File: config.mk
export PLATFORM = sky130hd
export DESIGN_NAME = mrstFilter
export DESIGN_NICKNAME = d
export VERILOG_FILES = /design/src/rtl/mrstFilterPkg.sv /design/src/rtl/mrstFilterDp.sv /design/src/rtl/mrstFilterCtrl.sv /design/src/rtl/mrstFilter.sv
export SDC_FILE = /design/constraint.sdc
export NUM_CORES = 1
export LEC_CHECK = 0
export BUFFER_PORTS_ARGS = -buffer_cell sky130_fd_sc_hd__buf_2
export CORE_MARGIN = 3
export CORE_UTILIZATION = 40
export DETAILED_ROUTE_END_ITERATION = 8
export PLACE_DENSITY = 0.65
export SLEW_MARGIN = 0
export SYNTH_ARGS = -nofsm -noshare
export SYNTH_HDL_FRONTEND = slang
export SYNTH_SLANG_ARGS = --single-unit
File: constraint.sdc
create_clock -name clk -period 2.4 [get_ports clk]
set_input_delay 0.24 -clock clk [delete_from_list [all_inputs] [get_ports clk]]
set_output_delay 0.24 -clock clk [all_outputs]
set_load 0.005 [all_outputs]
File: src/rtl/mrstFilterPkg.sv
package mrstFilterPkg;
  // strobes from control to the duration datapath
  typedef struct packed {
    logic clr;
    logic inc;
  } runCtlT;

  typedef enum logic {
    ST_IDLE = 1'b0,
    ST_HELD = 1'b1
  } filtStateT;
endpackage

File: src/rtl/mrstFilterDp.sv
module mrstFilterDp
  import mrstFilterPkg::*;
#(
  parameter int CLKS_PER_MS = 100000,
  parameter int ACCEPT_MS   = 4,
  parameter int SYNC_STAGES = 2
) (
  input  logic   clk,
  input  logic   rstN,
  input  logic   btnN,
  input  runCtlT runCtl,
  output logic   syncLow,
  output logic   tick,
  output logic   runDone
);
  localparam int DIV_W = (CLKS_PER_MS > 1) ? $clog2(CLKS_PER_MS) : 1;
  localparam int RUN_W = $clog2(ACCEPT_MS + 1);
  localparam logic [DIV_W-1:0] DIV_LAST  = DIV_W'(CLKS_PER_MS - 1);
  localparam logic [RUN_W-1:0] RUN_LIMIT = RUN_W'(ACCEPT_MS);

  logic [SYNC_STAGES-1:0] syncQ;
  logic [DIV_W-1:0]       divCnt;
  logic [RUN_W-1:0]       runCnt;

  // synchronizer chain, resets to the idle (high) level
  always_ff @(posedge clk or negedge rstN) begin
    if (!rstN) syncQ <= '1;
    else       syncQ <= {syncQ[SYNC_STAGES-2:0], btnN};
  end
  assign syncLow = ~syncQ[SYNC_STAGES-1];

  // free-running millisecond divider
  always_ff @(posedge clk or negedge rstN) begin
    if (!rstN)     divCnt <= '0;
    else if (tick) divCnt <= '0;
    else           divCnt <= divCnt + 1'b1;
  end
  assign tick = (divCnt == DIV_LAST);

  // duration counter in ticks
  always_ff @(posedge clk or negedge rstN) begin
    if (!rstN)           runCnt <= '0;
    else if (runCtl.clr) runCnt <= '0;
    else if (runCtl.inc) runCnt <= runCnt + 1'b1;
  end
  assign runDone = (runCnt == RUN_LIMIT);

  p_tick_wrap_r4: assert property (@(posedge clk) disable iff (!rstN)
    tick |=> (divCnt == '0));

  p_bounce_clears_r6: assert property (@(posedge clk) disable iff (!rstN)
    runCtl.clr |=> (runCnt == '0));

  p_run_bounded_r4: assert property (@(posedge clk) disable iff (!rstN)
    runCnt <= RUN_LIMIT);
endmodule

File: src/rtl/mrstFilterCtrl.sv
module mrstFilterCtrl
  import mrstFilterPkg::*;
(
  input  logic   clk,
  input  logic   rstN,
  input  logic   syncLow,
  input  logic   tick,
  input  logic   runDone,
  output runCtlT runCtl,
  output logic   rstReq
);
  filtStateT state;
  logic      levelMatch;

  // idle measures lows, held measures highs
  assign levelMatch = (state == ST_HELD) ? ~syncLow : syncLow;

  always_comb begin
    runCtl.clr = ~levelMatch | runDone;
    runCtl.inc = levelMatch & tick & ~runDone;
  end

  always_ff @(posedge clk or negedge rstN) begin
    if (!rstN)        state <= ST_IDLE;
    else if (runDone) state <= (state == ST_HELD) ? ST_IDLE : ST_HELD;
  end

  assign rstReq = (state == ST_HELD);

  p_rise_after_low_r4: assert property (@(posedge clk) disable iff (!rstN)
    $rose(rstReq) |-> $past(syncLow));

  p_fall_after_high_r7: assert property (@(posedge clk) disable iff (!rstN)
    $fell(rstReq) |-> $past(~syncLow));

  p_done_toggles_r7: assert property (@(posedge clk) disable iff (!rstN)
    runDone |=> (rstReq != $past(rstReq)));
endmodule

File: src/rtl/mrstFilter.sv
module mrstFilter #(
  parameter int CLKS_PER_MS = 100000,
  parameter int ACCEPT_MS   = 4
) (
  input  logic clk,
  input  logic rstN,
  input  logic btnN,
  output logic rstReq
);
  import mrstFilterPkg::*;

  runCtlT runCtl;
  logic   syncLow;
  logic   tick;
  logic   runDone;

  mrstFilterDp #(
    .CLKS_PER_MS(CLKS_PER_MS),
    .ACCEPT_MS  (ACCEPT_MS),
    .SYNC_STAGES(2)
  ) i_dp (
    .clk    (clk),
    .rstN   (rstN),
    .btnN   (btnN),
    .runCtl (runCtl),
    .syncLow(syncLow),
    .tick   (tick),
    .runDone(runDone)
  );

  mrstFilterCtrl i_ctrl (
    .clk    (clk),
    .rstN   (rstN),
    .syncLow(syncLow),
    .tick   (tick),
    .runDone(runDone),
    .runCtl (runCtl),
    .rstReq (rstReq)
  );
endmodule

### Yosys cells after proc, flatten, opt, wreduce, memory -nomap -nowiden

Index checks and enable logic that the tools add are counted.
Widths: inputs -> output; s select.

* bits in registers: 23
* word-level logic and storage cells: 20

* equal/unequal tests: 2
* add/subtract/negate cells: 2
* reductions and logical operators: 1
* bitwise gates (word level): 6
* multiplexer cells: 5

Operators with widths (number)
* $add 17x1->17 const B: 1
* $eq 17x17->1 const B: 1
* $mux 17: 1
* $mux 3: 2
* $add 3x1->3 const B: 1
* $eq 3x3->1 const B: 1
* $not 1->1: 3
* $and 1x1->1: 2
* $mux 1: 2
* $reduce_bool 2->1: 1
* $or 1x1->1: 1

### Longest topological paths before layout

Gate-level depths: netlist (run 1).

* depth in word-level cells: 6
* mapped depth: 6

### Modules after synthesis

A second synthesis (run 1) with hierarchy kept.

* cell total of the unflattened synthesis: 97
* area total of the unflattened synthesis: 1092.3 µm²

Modules (own cells, without submodules)
* mrstFilterDp: cells an instance 92, times used 1, sequential area each 553.0 µm², area each 1034.7 µm²
* mrstFilterCtrl: cells an instance 5, times used 1, sequential area each 25.0 µm², area each 57.6 µm²

### Worst setup path before layout (run 1)

Ideal clock, no wire load.

* kind: reg2reg
* start: reg i_dp.divCnt[0]
* end: reg i_dp.runCnt[2]
* slack: 0.872 ns
* path buffers: 0
* arrival: 1.451 ns
* cell stages (with the launch flop): 6
* clock period less this slack: 1.528 ns
* setup time: 0.077 ns
* cells stage by stage: dfrtp_1 > ha_1 > and4_1 > nand4_4 > or3_1 > a21oi_1

* longest elaborated chain between the ends: 4

RTL lines
* start: declaration: RTL line mrstFilterDp.sv:22 `logic [DIV_W-1:0] divCnt;`
* start signal: assignment: RTL line mrstFilterDp.sv:36 `else divCnt <= divCnt + 1'b1;`
* $eq 17x17->1: RTL line mrstFilterDp.sv:38 `assign tick = (divCnt == DIV_LAST);`
* $and 1x1->1 (2 in a row): RTL line mrstFilterCtrl.sv:20 `runCtl.inc = levelMatch & tick & ~runDone;`
* $reduce_bool 2->1 (no source line)
* end signal: assignment: RTL line mrstFilterDp.sv:44 `else if (runCtl.inc) runCnt <= runCnt + 1'b1;`
* end: declaration: RTL line mrstFilterDp.sv:23 `logic [RUN_W-1:0] runCnt;`

No other way between the ends.
A chain may end at the register's enable or synchronous reset.

### Worst setup path after layout (run 1)

Ends and elaborated chain as after synthesis.

==> flow_summary.rst, run 1 <==
.. list-table::
   :header-rows: 1

   * - Metric
     - Value
   * - Gate count after technology mapping
     - 94
   * - Biggest area consumer among synthesized cells
     - dfrtp_1
   * - Instance count after placement with tap cells included
     - 126
   * - Total count of hold-check failures in the final report
     - 0
   * - Final clock period utilization by the worst path
     - 0.707
   * - Mapped Avg Cell Area
     - 11.5 sq um
   * - Port Buffers
     - 3
   * - Fill cells
     - 230
   * - Outcome
     - complete, no violations
   * - Vias per std cell
     - 5.03
   * - Final hold slack
     - around 0.37 ns
   * - TritonCTS sink count
     - 23
   * - Area of all placed cells without fillers
     - 1170 sq um
   * - Max-slew violations
     - 0
   * - Worst slew slack as a fraction of its limit
     - 0.678
   * - Number of violations of the max-capacitance limit
     - 0
   * - GPL Wtd Cong
     - ~0.75
   * - DRC violations left
     - 0
   * - Kind of end point of the critical path
     - flop
   * - FFs w/ async S/R, synth
     - 1.00
   * - Arrival time of data at the critical path endpoint
     - slightly below 2 ns
   * - Number of antenna repair diodes
     - 0
   * - Summed negative setup slack over all endpoints
     - 0 ns
   * - Worst Hold Class
     - flop to flop
   * - Area enclosed by the die boundary
     - 3360 sq um
   * - Slowest cell on the critical path
     - dfrtp_1
   * - Post-DP Area
     - 1130 sq um
   * - Buffer type at the clock tree root
     - clkbuf_4
   * - Cell row count
     - 18
   * - Total clock buffers created by CTS
     - 3
   * - Critical path start-end classification
     - flop to flop
   * - Overall routed net length
     - 1640 um
   * - Area used by multi-input combinational logic
     - 480 sq um
   * - Highest clock frequency the design can meet
     - 590 MHz
   * - IR Drop Worst-Case VDD
     - about 0.3 mV
   * - Number of enable-type register cells in the synthesized netlist
     - 0
   * - Yosys cell types
     - 26
   * - Most frequent cell after synthesis
     - dfrtp_1
   * - RSZ-0062 raised after global routing
     - false
   * - Critical Path RT
     - 2.64 ns
   * - Ports
     - 4
   * - Prevailing post-synth register cell
     - dfrtp_1
   * - Initial core utilization
     - 0.428
   * - Highest net fanout along the worst path
     - 8
   * - Yosys warning total
     - 0
   * - Largest net degree at the start of global routing
     - 24
   * - Maximum root-to-sink buffer count
     - 2
   * - #FFs+latches synth
     - 23
   * - Pwr/cell area
     - 493 nW/um^2
   * - Number of global-route vias before repair
     - 698
   * - Area of the placeable core
     - ~2500 sq um
   * - Cell Count, Final, Fillers Out
     - 132
   * - Time the final worst path needs with I/O delays and setup
     - 1.70 ns
   * - Register area
     - 578 sq um
   * - Number of nets produced by synthesis
     - 100
   * - Area share of the leading cell type in the synthesized netlist
     - 0.487
   * - Skew final
     - 0.00714 ns
   * - Number of setup violations in the final report
     - 0
   * - Level count of the clock H-tree
     - 1
   * - Post-DR wirelength/cell
     - 12.4 um
   * - Longest individual stage delay on the worst path
     - 0.42 ns
   * - Standby leakage power
     - roughly 0.57 nW
   * - TritonCTS clock tree
     - yes
   * - Overall die width
     - 57.9 um
   * - Most frequent cells after synthesis
     - dfrtp_1 (21), nand2_1 (10), xnor2_1 (9)
   * - Overall routing resource usage
     - 0.119
   * - Pre-CTS WS
     - around 0.75 ns
   * - Layout cell share with drive strength beyond 1
     - 0.157
   * - Worst Setup Start Kind
     - flop
   * - Area Overhead vs Synth
     - 8.82%
   * - Antenna violations before repair
     - 0
   * - Leftover overflow at the end of global routing
     - 0
   * - Biggest area contributors in the synthesized netlist
     - dfrtp_1 (49%), xnor2_1 (7.3%), dfstp_2 (4.9%)
   * - Vias after detailed routing
     - between 600 and 700
   * - Total Nets Final
     - 109
   * - Clock latency on the worst-skew pair
     - 0.31 ns
   * - Cell area after synthesis
     - 1080 sq um
   * - Clock-pin slew on the worst setup and hold paths
     - roughly 0.13 ns
   * - Final Worst Setup Slack
     - 0.704 ns
   * - Detailed-router iteration count before antenna repair
     - 4
   * - Portion of the post-synthesis area used by sequential elements
     - 0.536
   * - Antenna-violating nets left
     - 0
   * - First-pass GRT wire length
     - 3060 um
   * - Number of buffers inserted to repair setup after CTS
     - 0
   * - DPL Wire Length
     - between 1000 and 1500 um
   * - DR iter-0 viols
     - 4
   * - Worst-margin pin slew
     - 0.483 ns
   * - Die height
     - 57.9 um
   * - Critical path, cell by cell
     - ha_1 > and4_1 > nand4_4 > or3_1 > a21oi_1
flip-flops by register name (all words and copies together) (netlist names):
name / flops
i_dp.runCnt: 3
i_ctrl.rstReq: 1
i_dp.divCnt: 17
i_dp.syncQ: 2
stage by stage:
stage	util	power, mW
6_report	0.465	0.579
4_1_cts	0.465	0.590
2_1_floorplan	-	0.400
3_5_place_dp	0.446	0.409
5_1_grt	0.465	0.606
3_3_place_gp	0.446	0.409
timing repair:
action,in CTS,in global routing
hold endpoints to repair,22,0
hold buffers,2,0
gates resized for setup,0,0
endpoints found under the setup margin,0,0
worst max-delay path: cells and delay by family (launching register included):
family | cells | cell delay [ns]
flops | 1 | 0.42
compound gates | 1 | 0.14
simple gates | 3 | 0.85
fa+ha+maj | 1 | 0.21
area by class of cell:
cell class                      instances  area share
Clock buffer                            3      0.0192
Sequential cell                        23       0.493
Timing Repair Buffer                    5      0.0299
Multi-Input combinational cell         66       0.409
Tap cell                               30      0.0320
Clock inverter                          1     0.00426
Inverter                                4      0.0128
cell families (layout without fill, tap and decap cells):
family          after synthesis  after routing  synth area share
compound gates                4              4            0.0255
xor+xnor                     15             15             0.122
fa+ha+maj                     3              3            0.0348
buf+inv                       5             13            0.0186
flops                        23             23             0.536
mux                           3              3            0.0278
simple gates                 41             41             0.236
power by group:
group          internal [mW]  switching [mW]
registers              0.390        0.000546
logic                0.00400         0.00830
clock network         0.0623           0.113
worst paths after layout:
kind,endpoint,depth (start not counted),startpoint,slack (ns)
worst max-delay path,i_dp.runCnt[2],5,i_dp.divCnt[0],0.70
worst min register to register,i_dp.syncQ[1],0,i_dp.syncQ[0],0.37
worst max register to register,i_dp.runCnt[2],5,i_dp.divCnt[0],0.70
max in group asynchronous,i_dp.syncQ[1],2,rstN,1.64
min in group asynchronous,i_dp.runCnt[0],2,rstN,0.41
worst min-delay path,i_dp.syncQ[1],0,i_dp.syncQ[0],0.37
per-layer routing:
layer | vias up | track usage | wire, um
met5 | - | 0 | 0
li1 | 338 | - | -
met2 | 6 | 0.177 | 752
met1 | 318 | 0.159 | 816
met4 | 0 | 0.0298 | 8
met3 | 2 | 0.0535 | 63
cell usage in the layout (no fill, tap or decap), types with 4 or more instances in the layout:
cell type	instances
dfrtp_1	21
xor2_1	6
nor2_1	8
xnor2_1	9
nand2_1	10
nand3_1	6
inv_1	4
and3_1	5
No activity file was read; power rests on OpenSTA's default activity.
==> run 2: changes to the inputs <==
PLACE_DENSITY = 0.67   (was 0.65)
clock period = 1.5 ns   (was 2.4 ns; I/O delays follow)
==> run 2 against run 1 <==
Net effect: core utilization increased by 3.0 points; maximum frequency increased by 13%; flip-flop and latch count unchanged; cell count increased by 6.1%; sequential share of layout area decreased by 2.9 points; design area increased by 6.5%; register-to-register slack got worse by 0.70 ns; via count increased by 11%; critical path depth decreased by 1; sequential power increased by 60%.
==> flow_summary.rst, run 2 (synthesis results as in run 1) <==
.. list-table::
   :header-rows: 1

   * - Metric
     - Value
   * - Final hold slack
     - 0.324 ns (was 0.375 ns)
   * - Highest net fanout along the worst path
     - 5 (was 8)
   * - First-pass GRT wire length
     - 3230 um (was 3060 um)
   * - Outcome
     - complete, no violations (unchanged)
   * - Highest clock frequency the design can meet
     - 667 MHz (was 590 MHz)
   * - Worst setup slack for register-to-register paths
     - 0.002 ns (was 0.70 ns)
   * - Critical path, cell by cell
     - nor4_4 > nand4_4 > or3_4 > a21oi_2 (was ha_1 > and4_1 > nand4_4 > or3_1 > a21oi_1)
   * - Antenna violations before repair
     - 0 (unchanged)
   * - Standby leakage power
     - 0.587 nW (was 0.570 nW)
   * - Worst Hold Class
     - input port to async pin (was flop to flop)
   * - Area enclosed by the die boundary
     - 3360 sq um (unchanged)
   * - RSZ-0062 raised after global routing
     - true (was false)
   * - Number of flip-flops under the largest register name
     - 17 (unchanged)
   * - Total Nets Final
     - 117 (was 109)
   * - Kind of end point of the critical path
     - flop (unchanged)
   * - Slowest cell on the critical path
     - dfrtp_1 (unchanged)
   * - GPL Wtd Cong
     - 0.753 (was 0.755)
   * - Most frequent standard cell in the layout excluding fill and tap cells
     - dfrtp_1 (unchanged)
   * - Post-DR wirelength/cell
     - 12.6 um (was 12.4 um)
   * - Layout cell share with drive strength beyond 1
     - 0.255 (was 0.157)
   * - Total count of hold-check failures in the final report
     - 0 (unchanged)
   * - Maximum root-to-sink buffer count
     - 2 (unchanged)
   * - TritonCTS clock tree
     - yes (unchanged)
   * - Overall routed net length
     - 1770 um (was 1640 um)
   * - Overall die width
     - 57.9 um (unchanged)
   * - DR iter-0 viols
     - 15 (was 4)
   * - Pre-CTS WS
     - 0.0327 ns (was 0.747 ns)
   * - Number of antenna repair diodes
     - 0 (unchanged)
   * - Leftover overflow at the end of global routing
     - 0 (unchanged)
   * - Most flops, register
     - i_dp.divCnt (unchanged)
   * - Overall routing resource usage
     - 0.126 (was 0.119)
   * - Port Buffers
     - 3 (unchanged)
   * - Design Power
     - 0.926 mW (was 0.579 mW)
   * - Final clock period utilization by the worst path
     - 0.999 (was 0.707)
   * - Initial core utilization
     - 0.428 (unchanged)
   * - Number of buffers and inverters on the critical path
     - 0 (unchanged)
   * - TritonCTS sink count
     - 23 (unchanged)
   * - Clock-pin slew on the worst setup and hold paths
     - 0.12 ns (was 0.13 ns)
   * - Worst path top cell family by delay
     - simple AND/OR/NAND/NOR gates (unchanged)
   * - Number of violations of the max-capacitance limit
     - 0 (unchanged)
   * - Number of setup violations in the final report
     - 0 (unchanged)
   * - Number of global-route vias before repair
     - 746 (was 698)
   * - Leading cell types in the layout, fill and taps excluded
     - dfrtp_1 (20), nand2_1 (10), xnor2_1 (9), nor2_1 (8), buf_4 (8) (was dfrtp_1 (21), nand2_1 (10), xnor2_1 (9), nor2_1 (8))
   * - Longest individual stage delay on the worst path
     - 0.45 ns (was 0.42 ns)
   * - Area Overhead vs Synth
     - 15.9% (was 8.82%)
   * - Skew final
     - 0.0112 ns (was 0.00714 ns)
   * - Max-slew violations
     - 0 (unchanged)
   * - Final Worst Setup Slack
     - 0.00161 ns (was 0.704 ns)
   * - DRC violations left
     - 0 (unchanged)
   * - Ports
     - 4 (unchanged)
   * - DPL Wire Length
     - 1330 um (was 1220 um)
   * - Time the final worst path needs with I/O delays and setup
     - 1.50 ns (was 1.70 ns)
   * - Arrival time of data at the critical path endpoint
     - 1.76 ns (was 1.94 ns)
   * - Worst-margin pin slew
     - 0.503 ns (was 0.483 ns)
   * - Level count of the clock H-tree
     - 1 (unchanged)
   * - Critical path start-end classification
     - flop to flop (unchanged)
   * - Detailed-router iteration count before antenna repair
     - 4 (unchanged)
   * - Die height
     - 57.9 um (unchanged)
   * - Vias after detailed routing
     - 734 (was 664)
   * - Vias per std cell
     - 5.24 (was 5.03)
   * - Cell row count
     - 18 (unchanged)
   * - Finished Core Util
     - 0.496 (was 0.465)
   * - Area of the placeable core
     - 2520 sq um (unchanged)
   * - Largest net degree at the start of global routing
     - 24 (unchanged)
   * - Buffer type at the clock tree root
     - clkbuf_4 (unchanged)
   * - Worst Setup Start Kind
     - flop (unchanged)
   * - Clock latency on the worst-skew pair
     - 0.31 ns (about the same)
   * - IR Drop Worst-Case VDD
     - 0.545 mV (was 0.297 mV)
   * - Total clock buffers created by CTS
     - 3 (unchanged)
   * - Worst slew slack as a fraction of its limit
     - 0.665 (was 0.678)
   * - Registers with the highest flip-flop counts
     - i_dp.divCnt x17, i_dp.runCnt x3, i_dp.syncQ x2 (unchanged)
   * - Critical Path RT
     - 1.76 ns (was 2.64 ns)
   * - Pwr/cell area
     - 741 nW/um^2 (was 493 nW/um^2)
   * - Antenna-violating nets left
     - 0 (unchanged)
==> run 2: cell count changes in the layout (fill, tap and decap cells not counted) <==
cell / before / now
a21oi_1: 1 / 0
a21oi_2: 0 / 1
and3_1: 5 / 4
and3_4: 0 / 1
and4_1: 1 / 0
and4_4: 0 / 1
buf_4: 0 / 8
clkbuf_1: 0 / 1
clkinv_2: 1 / 0
dfrtp_1: 21 / 20
dfrtp_2: 0 / 1
or3_1: 1 / 0
or3_4: 0 / 1
==> run 2: final cells by class <==
class,count,area (sq um)
Fill cell,234,1270
Inverter,4,15.0
Sequential cell,23,579
Tap cell,30,37.5
Multi-Input combinational cell,66,497
Clock buffer,4,26.3
Timing Repair Buffer,13,95.1
==> run 2: path summary, 6_finish.rpt <==
| check | startpoint | to | depth (start not counted) |
|---|---|---|---|
| hold / removal | rstN | i_dp.runCnt[2] | 2 |
| min in group clk | i_dp.syncQ[0] | i_dp.syncQ[1] | 0 |
| setup / recovery | i_dp.divCnt[11] | i_dp.runCnt[2] | 4 |
| setup reg to reg | i_dp.divCnt[11] | i_dp.runCnt[2] | 4 |
| hold reg to reg | i_dp.syncQ[0] | i_dp.syncQ[1] | 0 |
| max in group asynchronous | rstN | i_dp.syncQ[0] | 2 |
==> run 2: metal layers <==
| layer | routed length [um] | vias up | GRT usage | share of wire |
|---|---|---|---|---|
| li1 | - | 352 | - | - |
| met1 | 800 | 369 | 0.166 | 0.45 |
| met2 | 890 | 8 | 0.198 | 0.50 |
| met3 | 34 | 5 | 0.0267 | 0.019 |
| met4 | 40 | 0 | 0.0596 | 0.023 |
| met5 | 0 | - | 0 | 0 |
==> run 2: report_power, final <==
group	switching [mW]	internal, mW
logic	0.0141	0.00641
registers	0.000861	0.625
clock network	0.176	0.104
==> run 2: through the flow <==
stage               setup TNS (ns)  instances  instance area [sq um]
finish                           0        140                   1250
global route                -0.136        140                   1250
CTS                              0        140                   1240
detailed placement               0        133                   1180
global placement                 0        133                   1180
floorplan                        0         94                   1080
==> run 2: what timing repair did <==
action / in CTS / in global routing
gates resized for setup: 1 / 4
setup buffers: 1 / 0
hold buffers: 2 / 0
pin swaps: 1 / 2
endpoints found under the hold margin: 22 / 0
setup endpoints to repair: 1 / 3
gates cloned: 0 / 0
==> run 3: changes to the inputs <==
CORE_ASPECT_RATIO = 0.5   (was not set)
==> run 3 against run 2 <==
Net effect: design area rose by 5.2%; worst setup slack improved by 0.013 ns; non-clock buffer count rose by 3; cell count rose by 5.7%; first-iteration DRC count rose by 80%; clock skew fell by 0.0080 ns; register-to-register slack barely moved; sequential share of layout area fell by 2.3 points; flip-flop and latch count did not move.
==> flow_summary.rst, run 3 (synthesis results as in run 1) <==
.. list-table::
   :header-rows: 1

   * - Metric
     - Value
   * - Post-DR wirelength/cell
     - 13.7 um (was 12.6 um)
   * - Worst Setup Start Kind
     - flop (unchanged)
   * - Highest clock frequency the design can meet
     - 673 MHz (was 667 MHz)
   * - Time the final worst path needs with I/O delays and setup
     - 1.49 ns (was 1.50 ns)
   * - Overall routed net length
     - 2020 um (was 1770 um)
   * - Vias after detailed routing
     - 715 (was 734)
   * - Worst path top cell family by delay
     - simple AND/OR/NAND/NOR gates (unchanged)
   * - Overall routing resource usage
     - 0.132 (was 0.126)
   * - RSZ-0062 raised after global routing
     - true (unchanged)
   * - R2r worst-path depth
     - 5 (was 4)
   * - Critical R2R Capture
     - i_dp.runCnt[2] (unchanged)
   * - Level count of the clock H-tree
     - 1 (unchanged)
   * - Most flops, register
     - i_dp.divCnt (unchanged)
   * - Antenna violations before repair
     - 0 (unchanged)
   * - Initial core utilization
     - 0.452 (was 0.428)
   * - Standby leakage power
     - 0.617 nW (was 0.587 nW)
   * - GPL Wtd Cong
     - 0.813 (was 0.753)
   * - Antenna-violating nets left
     - 0 (unchanged)
   * - Met2 layer wire length in the routed design
     - 952 um (was 890 um)
   * - IR Drop Worst-Case VDD
     - 0.376 mV (was 0.545 mV)
   * - Met1 Wirelength
     - 1000 um (was 800 um)
   * - Number of logic stages on the critical path including buffering
     - 5 (was 4)
   * - Most frequent standard cell in the layout excluding fill and tap cells
     - dfrtp_1 (unchanged)
   * - Critical R2R Launch
     - i_dp.divCnt[1] (was i_dp.divCnt[11])
   * - End of the worst hold path
     - i_dp.syncQ[1]
   * - Total met3 wirelength after detailed routing
     - 49 um (was 34 um)
   * - Clock latency on the worst-skew pair
     - 0.26 ns (was 0.31 ns)
   * - TritonCTS clock tree
     - yes (unchanged)
   * - Kind of end point of the critical path
     - flop (unchanged)
   * - DR iter-0 viols
     - 27 (was 15)
   * - DPL Wire Length
     - 1310 um (was 1330 um)
   * - Post-DP Area
     - 1170 sq um (was 1180 sq um)
   * - Area of all placed cells without fillers
     - 1320 sq um (was 1250 sq um)
   * - Arrival time of data at the critical path endpoint
     - 1.68 ns (was 1.76 ns)
   * - Highest routed metal layer
     - met4 (unchanged)
   * - Detailed-router iteration count before antenna repair
     - 4 (unchanged)
   * - Port Buffers
     - 3 (unchanged)
   * - Worst setup slack for register-to-register paths
     - 0.01 ns (was 0.002 ns)
   * - Highest net fanout along the worst path
     - 5 (unchanged)
   * - Number of violations of the max-capacitance limit
     - 0 (unchanged)
   * - Buffer type at the clock tree root
     - clkbuf_8 (was clkbuf_4)
   * - DRC violations left
     - 0 (unchanged)
   * - Die height
     - 42.7 um (was 57.9 um)
   * - Ports
     - 4 (unchanged)
   * - Outcome
     - complete, no violations (unchanged)
   * - Pwr/cell area
     - 774 nW/um^2 (was 741 nW/um^2)
   * - Longest individual stage delay on the worst path
     - 0.36 ns (was 0.45 ns)
   * - Number of global-route vias before repair
     - 757 (was 746)
   * - Number of flip-flops under the largest register name
     - 17 (unchanged)
   * - Area Overhead vs Synth
     - 21.9% (was 15.9%)
   * - Final hold slack
     - 0.357 ns (was 0.324 ns)
   * - TritonCTS sink count
     - 23 (unchanged)
   * - Number of setup violations in the final report
     - 0 (unchanged)
   * - Worst slew slack as a fraction of its limit
     - 0.658 (was 0.665)
   * - Clock-pin slew on the worst setup and hold paths
     - 0.07 ns (was 0.12 ns)
   * - Layout cell share with drive strength beyond 1
     - 0.301 (was 0.255)
   * - Area enclosed by the die boundary
     - 3390 sq um (was 3360 sq um)
   * - Leading cell types in the layout, fill and taps excluded
     - dfrtp_1 (20), nand2_1 (10), buf_4 (10), xnor2_1 (9), nor2_1 (8) (was dfrtp_1 (20), nand2_1 (10), xnor2_1 (9), nor2_1 (8), buf_4 (8))
   * - Beginning of the worst hold path
     - i_dp.syncQ[0]
   * - Total clock buffers created by CTS
     - 3 (unchanged)
   * - Maximum root-to-sink buffer count
     - 2 (unchanged)
   * - Final clock period utilization by the worst path
     - 0.990 (was 0.999)
   * - Number of buffers and inverters on the critical path
     - 0 (unchanged)
   * - Largest net degree at the start of global routing
     - 24 (unchanged)
   * - Max-slew violations
     - 0 (unchanged)
   * - Area of the placeable core
     - 2390 sq um (was 2520 sq um)
   * - Skew final
     - 0.00317 ns (was 0.0112 ns)
   * - Number of antenna repair diodes
     - 0 (unchanged)
   * - Critical path, cell by cell
     - ha_2 > and4_4 > nand4_4 > or3_4 > a21oi_2 (was nor4_4 > nand4_4 > or3_4 > a21oi_2)
   * - Worst Hold Class
     - flop to flop (was input port to async pin)
   * - Cell row count
     - 12 (was 18)
   * - Cells on Worst Hold Path
     - 0
   * - Critical path start-end classification
     - flop to flop (unchanged)
   * - Worst-margin pin slew
     - 0.513 ns (was 0.503 ns)
   * - First-pass GRT wire length
     - 3480 um (was 3230 um)
   * - Overall die width
     - 79.4 um (was 57.9 um)
   * - Slowest cell on the critical path
     - dfrtp_1 (unchanged)
   * - Vias per std cell
     - 4.83 (was 5.24)
   * - Total count of hold-check failures in the final report
     - 0 (unchanged)
   * - Critical Path RT
     - 1.70 ns (was 1.76 ns)
   * - Registers with the highest flip-flop counts
     - i_dp.divCnt x17, i_dp.runCnt x3, i_dp.syncQ x2 (unchanged)
   * - Total Nets Final
     - 120 (was 117)
   * - Leftover overflow at the end of global routing
     - 0 (unchanged)
## run 3: per-stage QoR
| step | power, mW | setup WS [ns] | setup TNS [ns] | cells | util |
|---|---|---|---|---|---|
| 6_report | 1.02 | 0.0145 | 0 | 148 | 0.551 |
| 5_1_grt | 1.06 | -0.0410 | -0.0954 | 148 | 0.551 |
| 4_1_cts | 1.04 | 0.0229 | 0 | 147 | 0.535 |
| 3_5_place_dp | 0.654 | -0.0104 | -0.0104 | 136 | 0.491 |
| 3_3_place_gp | 0.654 | 0.0565 | 0 | 136 | 0.491 |
| 2_1_floorplan | 0.640 | 0.0123 | 0 | 94 | - |
## run 3: power by group
group | leakage (nW) | switching, mW | internal [mW]
combinational | 0.296 | 0.0141 | 0.00638
sequential | 0.298 | 0.000877 | 0.625
clock | 0.0228 | 0.182 | 0.189
total | 0.617 | 0.197 | 0.820
## run 3: how the worst max path moves through the flow
stage	start	to	slack (ns)
3_5_place_dp	i_dp.divCnt[1]	i_dp.divCnt[15]	-0.01
2_1_floorplan	i_dp.divCnt[0]	i_dp.runCnt[2]	0.01
4_1_cts	i_dp.divCnt[0]	i_dp.divCnt[15]	0.02
5_1_grt	i_dp.divCnt[1]	i_dp.runCnt[2]	-0.04
6_report	i_dp.divCnt[1]	i_dp.runCnt[2]	0.01
3_3_place_gp	i_dp.divCnt[11]	i_dp.runCnt[2]	0.06
## run 3: final cells by class
class                           instances  area [sq um]
Clock buffer                            4          45.0
Fill cell                             186          1070
Inverter                                4          15.0
Multi-Input combinational cell         66           510
Sequential cell                        23           579
Tap cell                               35          43.8
Timing Repair Buffer                   16           121
## run 3: worst register-to-register path: stages, from the launching register on
cell and delay [ns]:
dfrtp_1 0.36, ha_2 0.19, and4_4 0.27, nand4_4 0.12, or3_4 0.35, a21oi_2 0.13
## run 3: routing by layer
layer,vias up,track usage
met1,345,0.179
li1,360,-
met5,-,0
met4,0,0.0308
met2,8,0.209
met3,2,0.0381
## run 3: repair_timing
item | in CTS | in global routing
pin swaps | 2 | 1
gates cloned | 0 | 0
resized for setup | 1 | 9
buffers inserted | 5 | 1
endpoints found under the setup margin | 1 | 4
hold buffers | 2 | 0
endpoints found under the hold margin | 22 | 0
